$ cat src/rtl/int_arith_pkg.sv
package int_arith_pkg;

    localparam int unsigned OP_W = 3;

    localparam logic [OP_W-1:0] OP_ADD  = 3'b000;
    localparam logic [OP_W-1:0] OP_ADDU = 3'b001;
    localparam logic [OP_W-1:0] OP_SUB  = 3'b010;
    localparam logic [OP_W-1:0] OP_SUBU = 3'b011;
    localparam logic [OP_W-1:0] OP_SLT  = 3'b100;
    localparam logic [OP_W-1:0] OP_SLTU = 3'b101;

    // Control bundle produced by the decoder
    typedef struct packed {
        logic invert_b;   // complement B and inject carry of one
        logic trap_ovf;   // overflow may reach the output
        logic pick_sum;   // result comes from the adder
        logic pick_lt;    // result is the comparison bit
        logic lt_signed;  // comparison is two's complement
    } arith_ctl_t;

endpackage

$ cat src/rtl/arith_op_decode.sv
module arith_op_decode
    import int_arith_pkg::*;
(
    input  logic [OP_W-1:0] op_sel,
    output arith_ctl_t      ctl
);

    arith_ctl_t ctl_d;

    always_comb begin
        ctl_d = '0;
        unique case (op_sel)
            OP_ADD:  begin ctl_d.pick_sum = 1'b1; ctl_d.trap_ovf = 1'b1; end
            OP_ADDU: begin ctl_d.pick_sum = 1'b1; end
            OP_SUB:  begin ctl_d.pick_sum = 1'b1; ctl_d.trap_ovf = 1'b1;
                           ctl_d.invert_b = 1'b1; end
            OP_SUBU: begin ctl_d.pick_sum = 1'b1; ctl_d.invert_b = 1'b1; end
            OP_SLT:  begin ctl_d.pick_lt = 1'b1; ctl_d.invert_b = 1'b1;
                           ctl_d.lt_signed = 1'b1; end
            OP_SLTU: begin ctl_d.pick_lt = 1'b1; ctl_d.invert_b = 1'b1; end
            default: ctl_d = '0;
        endcase
    end

    assign ctl = ctl_d;

    // reserved codes drive nothing
    always_comb begin
        if (op_sel[2:1] == 2'b11)
            p_reserved_idle_r7: assert (ctl == '0)
                else $error("reserved code produced control");
    end

endmodule

$ cat src/rtl/arith_addsub_core.sv
module arith_addsub_core #(
    parameter int unsigned WIDTH = 32
) (
    input  logic [WIDTH-1:0] a,
    input  logic [WIDTH-1:0] b,
    input  logic             invert_b,
    output logic [WIDTH-1:0] sum,
    output logic             carry_out,
    output logic             sgn_ovf
);

    localparam int unsigned EXT_W = WIDTH + 1;
    localparam int unsigned MSB   = WIDTH - 1;

    typedef struct packed {
        logic [WIDTH-1:0] sum;
        logic             carry;
        logic             ovf;
    } core_out_t;

    core_out_t        core_d;
    logic [WIDTH-1:0] b_eff;
    logic [EXT_W-1:0] wide;

    always_comb begin
        b_eff = invert_b ? ~b : b;
        wide  = {1'b0, a} + {1'b0, b_eff} + {{WIDTH{1'b0}}, invert_b};
        core_d.sum   = wide[WIDTH-1:0];
        core_d.carry = wide[WIDTH];
        // same-sign inputs with a sign-flipped result
        core_d.ovf   = (a[MSB] == b_eff[MSB]) && (core_d.sum[MSB] != a[MSB]);
    end

    assign sum       = core_d.sum;
    assign carry_out = core_d.carry;
    assign sgn_ovf   = core_d.ovf;

    // all-ones plus one wraps to zero with a carry and no overflow
    always_comb begin
        if (!invert_b && (a == {WIDTH{1'b1}}) && (b == {{(WIDTH-1){1'b0}}, 1'b1}))
            p_minus_one_wrap_r8: assert (sum == '0 && carry_out && !sgn_ovf)
                else $error("minus one plus one did not wrap");
    end

    // x - x is zero with a carry-out
    always_comb begin
        if (invert_b && (a == b))
            p_self_sub_zero_r2: assert (sum == '0 && carry_out)
                else $error("self subtraction not zero");
    end

endmodule

$ cat src/rtl/arith_lt_derive.sv
module arith_lt_derive (
    input  logic sum_msb,
    input  logic carry_out,
    input  logic sgn_ovf,
    input  logic lt_signed,
    output logic lt
);

    logic lt_s_d;
    logic lt_u_d;

    always_comb begin
        lt_s_d = sum_msb ^ sgn_ovf;
        lt_u_d = ~carry_out;
        lt     = lt_signed ? lt_s_d : lt_u_d;
    end

endmodule

$ cat src/rtl/int_arith_unit.sv
module int_arith_unit
    import int_arith_pkg::*;
#(
    parameter int unsigned WIDTH = 32
) (
    input  logic [WIDTH-1:0] opnd_a,
    input  logic [WIDTH-1:0] opnd_b,
    input  logic [OP_W-1:0]  op_sel,
    output logic [WIDTH-1:0] result,
    output logic             ovf
);

    localparam int unsigned PAD_W = WIDTH - 1;

    typedef struct packed {
        logic [WIDTH-1:0] res;
        logic             ovf;
    } unit_out_t;

    arith_ctl_t       ctl;
    logic [WIDTH-1:0] sum;
    logic             carry_out;
    logic             sgn_ovf;
    logic             lt;
    unit_out_t        out_d;

    arith_op_decode u_decode (
        .op_sel (op_sel),
        .ctl    (ctl)
    );

    arith_addsub_core #(.WIDTH(WIDTH)) u_core (
        .a         (opnd_a),
        .b         (opnd_b),
        .invert_b  (ctl.invert_b),
        .sum       (sum),
        .carry_out (carry_out),
        .sgn_ovf   (sgn_ovf)
    );

    arith_lt_derive u_lt (
        .sum_msb   (sum[WIDTH-1]),
        .carry_out (carry_out),
        .sgn_ovf   (sgn_ovf),
        .lt_signed (ctl.lt_signed),
        .lt        (lt)
    );

    always_comb begin
        out_d = '0;
        if (ctl.pick_sum)
            out_d.res = sum;
        else if (ctl.pick_lt)
            out_d.res = {{PAD_W{1'b0}}, lt};
        out_d.ovf = ctl.trap_ovf & sgn_ovf;
    end

    assign result = out_d.res;
    assign ovf    = out_d.ovf;

    // overflow confined to the trapping add and subtract
    always_comb begin
        if (op_sel != OP_ADD && op_sel != OP_SUB)
            p_no_overflow_r4: assert (!ovf)
                else $error("overflow outside trapping ops");
    end

    // comparison answers occupy bit 0 only
    always_comb begin
        if (op_sel == OP_SLT || op_sel == OP_SLTU)
            p_lt_one_bit_r5: assert (result[WIDTH-1:1] == '0)
                else $error("comparison result wider than one bit");
    end

    // equal operands are never unsigned-less
    always_comb begin
        if (op_sel == OP_SLTU && opnd_a == opnd_b)
            p_ltu_equal_r6: assert (result == '0)
                else $error("equal operands compared less");
    end

    // reserved codes give a quiet zero
    always_comb begin
        if (op_sel[2:1] == 2'b11)
            p_reserved_zero_r7: assert (result == '0 && !ovf)
                else $error("reserved code gave nonzero output");
    end

endmodule

$ cat config.mk
export PLATFORM = sky130hd
export DESIGN_NAME = int_arith_unit
export DESIGN_NICKNAME = d
export VERILOG_FILES = /design/src/rtl/int_arith_pkg.sv /design/src/rtl/arith_op_decode.sv /design/src/rtl/arith_addsub_core.sv /design/src/rtl/arith_lt_derive.sv /design/src/rtl/int_arith_unit.sv
export SDC_FILE = /design/constraint.sdc
export NUM_CORES = 1
export LEC_CHECK = 0
export ABC_AREA = 0
export BUFFER_PORTS_ARGS = -buffer_cell sky130_fd_sc_hd__buf_2
export CAP_MARGIN = 40
export CORE_MARGIN = 2
export CORE_UTILIZATION = 52
export DETAILED_ROUTE_END_ITERATION = 8
export PLACE_DENSITY = 0.8
export SYNTH_ARGS = -nofsm -noshare
export SYNTH_HDL_FRONTEND = slang
export SYNTH_HIERARCHICAL = 1
export SYNTH_SLANG_ARGS = --single-unit
$ cat constraint.sdc
create_clock -name vclk -period 4.6
set_input_delay 0.46 -clock vclk [all_inputs]
set_output_delay 0.46 -clock vclk [all_outputs]
set_load 0.01 [all_outputs]
==> qor.csv <==
metric,value,unit
register area share after synthesis,0,%
nets,558,
final core utilization,65.34,%
vias post-DR,2975,
total of clock buffers placed in the layout,0,
Syn-to-layout area delta,21.12,%
Initial Utilization,53.95,%
Buf/Inv on CP,5,
Iter 0 DRT Violations,162,
# diodes,0,
Post-Syn Instances,369,
crit-path leading delay family,compound AO/OA/AOI/OAI gates,
Max Freq,0.2329,GHz
most frequent cells in the layout,"buf_2, and2_1, xor2_1",
relative slew slack,46.94,%
I/O pin cnt,100,
Hold EP,ovf,
Worst Path Required,4.14,ns
CP max FO,15,
Hold WC Path Type,input port to output pin,
global placement routability congestion,0.9443,
Pwr Density,261.9,nW/um2
Post-CTS Setup Bufs,0,
Setup CP Type,input port to output pin,
final wirelength,6869,um
CP peak stage delay,0.39,ns
routed len/inst,13.13,um
largest net degree at the start of global routing,34,
post-CTS sizing,0,
Routed Antenna Nets,0,
seq_cells,0,
max cap viols,0,
Max Slew Vio Count,0,
Final Setup Violations,0,
Post-Syn Area per Cell,6.951,um2
CP endpoint kind,output pin,
"Slowest-stage cell, CP",mux2_2,
GRT Total Usage,23.21,%
vias in the first global route,2552,
critical path arrival,3.83,ns
hold path depth,4,
drt via density,5.688,
Die Wd,74.23,um
HPWL Detailed,5670,um
Final min period,4.293,ns
crit-path cells,buf_2 > inv_1 > ha_1 > inv_1 > buf_4 > xor2_1 > ha_1 > a21oi_1 > o22ai_1 > o311ai_0 > nand2_1 > a211oi_2 > mux2_2 > xnor2_1 > mux2i_1 > nand2_1 > o21ai_0 > buf_2,
Syn Nets,469,
core region area,4755,um2
unrepaired setup endpoints after global routing,no,
Worst-Margin Slew,0.7950,ns
status,"complete, no violations",
Residual DRC,0,
hold_buf cts,0,
P_leak,1.585,nW
synth warn,6,
Cell Rows,25,
1st-pass router iterations,5,
Die Ht,74.23,um
antenna violations before repair,0,
VDD IR-drop max,0.1223,mV
first-pass GRT wire length,10740,um
Tcrit/Tclk final,93.34,%
flip-flop and latch area,0,um2
global route overflow,0,
hold_sp,op_sel[0],
die area,5510,um2
Cell variety after synth,52,
final hold viol count,0,
"most common cell after layout, fill and taps aside",buf_2,
share of cells above drive strength 1,25.66,%
Mapped Area,2565,um2
# port buffers,100,
Setup crit start kind,input port,
final setup TNS,0,ns
## where the power goes
part	total, mW	internal (mW)	switching, mW
clock network	0	0	0
logic	0.814	0.368	0.446
registers	0	0	0
total	0.814	0.368	0.446
## stage by stage
step           instances  setup slack [ns]  area [um2]  hold WS, ns  total power, mW
3_3_place_gp         523            0.3840        3102        1.339           0.7872
2_1_floorplan        369            0.3217        2565        1.104           0.5973
5_1_grt              523           0.06400        3107        1.349           0.8978
4_1_cts              523            0.2453        3102        1.332           0.8037
6_report             523            0.3066        3107        1.328           0.8136
3_5_place_dp         523            0.2809        3102        1.329           0.7993
## logic make-up after synthesis
| logic type | share of synthesized area [%] |
|---|---|
| buffers and inverters | 5.658 |
| AOI/OAI and AO/OA | 30.44 |
| xor gates and xnor gates | 19.80 |
| adders and majority gates | 16.39 |
| muxes | 2.146 |
| and+or+nand+nor | 25.56 |
## worst max-delay path by stage
stage / from / to / cells past startpoint / slack (ns)
2_1_floorplan: op_sel[1] / result[0] / 17 / 0.32
3_3_place_gp: op_sel[1] / result[0] / 18 / 0.38
3_5_place_dp: op_sel[1] / result[0] / 18 / 0.28
4_1_cts: op_sel[1] / result[0] / 18 / 0.25
5_1_grt: op_sel[1] / result[0] / 18 / 0.06
6_report: op_sel[1] / result[0] / 18 / 0.31
## metal layers
layer,track usage (%),part of all wire (%),vias to the layer above
met5,0,0,-
met4,2.976,0.86,0
met3,0.4065,6.8,8
met2,40.28,46,131
met1,33.17,47,1326
li1,-,-,1510
## cell type report
class                           instances  area [um2]
Fill cell                             433        1648
Inverter                               14       52.55
Multi-Input combinational cell        336        2425
Tap cell                               67       83.83
Timing Repair Buffer                  106       545.5
## cells in the mapped netlist, types with 3 or more instances
cell / number / area, um2
and2_1: 39 / 244.0
nor3_1: 5 / 25.02
xnor2_1: 19 / 166.4
nand4_1: 3 / 18.77
o21a_1: 4 / 30.03
ha_1: 32 / 400.4
xor2_1: 39 / 341.6
inv_1: 14 / 52.55
a31o_2: 3 / 26.28
o21ai_0: 22 / 110.1
nand2_1: 27 / 101.4
clkbuf_2: 3 / 15.01
a21o_1: 15 / 112.6
nand3_1: 8 / 40.04
clkbuf_1: 6 / 22.52
nor2_1: 23 / 86.33
nor2b_1: 3 / 18.77
a221o_1: 3 / 30.03
or3_1: 4 / 25.02
buf_2: 5 / 25.02
o2111a_1: 3 / 33.78
a211oi_1: 5 / 37.54
a31oi_1: 3 / 18.77
and3_1: 5 / 31.28
buf_1: 3 / 11.26
a21oi_1: 35 / 175.2
a21boi_0: 3 / 22.52
## worst min-delay path, delay by kind of cell
kind | cells | cell delay (ns)
buffers and inverters | 2 | 0.23
AND/OR/NAND/NOR | 2 | 0.18
(Power assumes the default switching activity.)
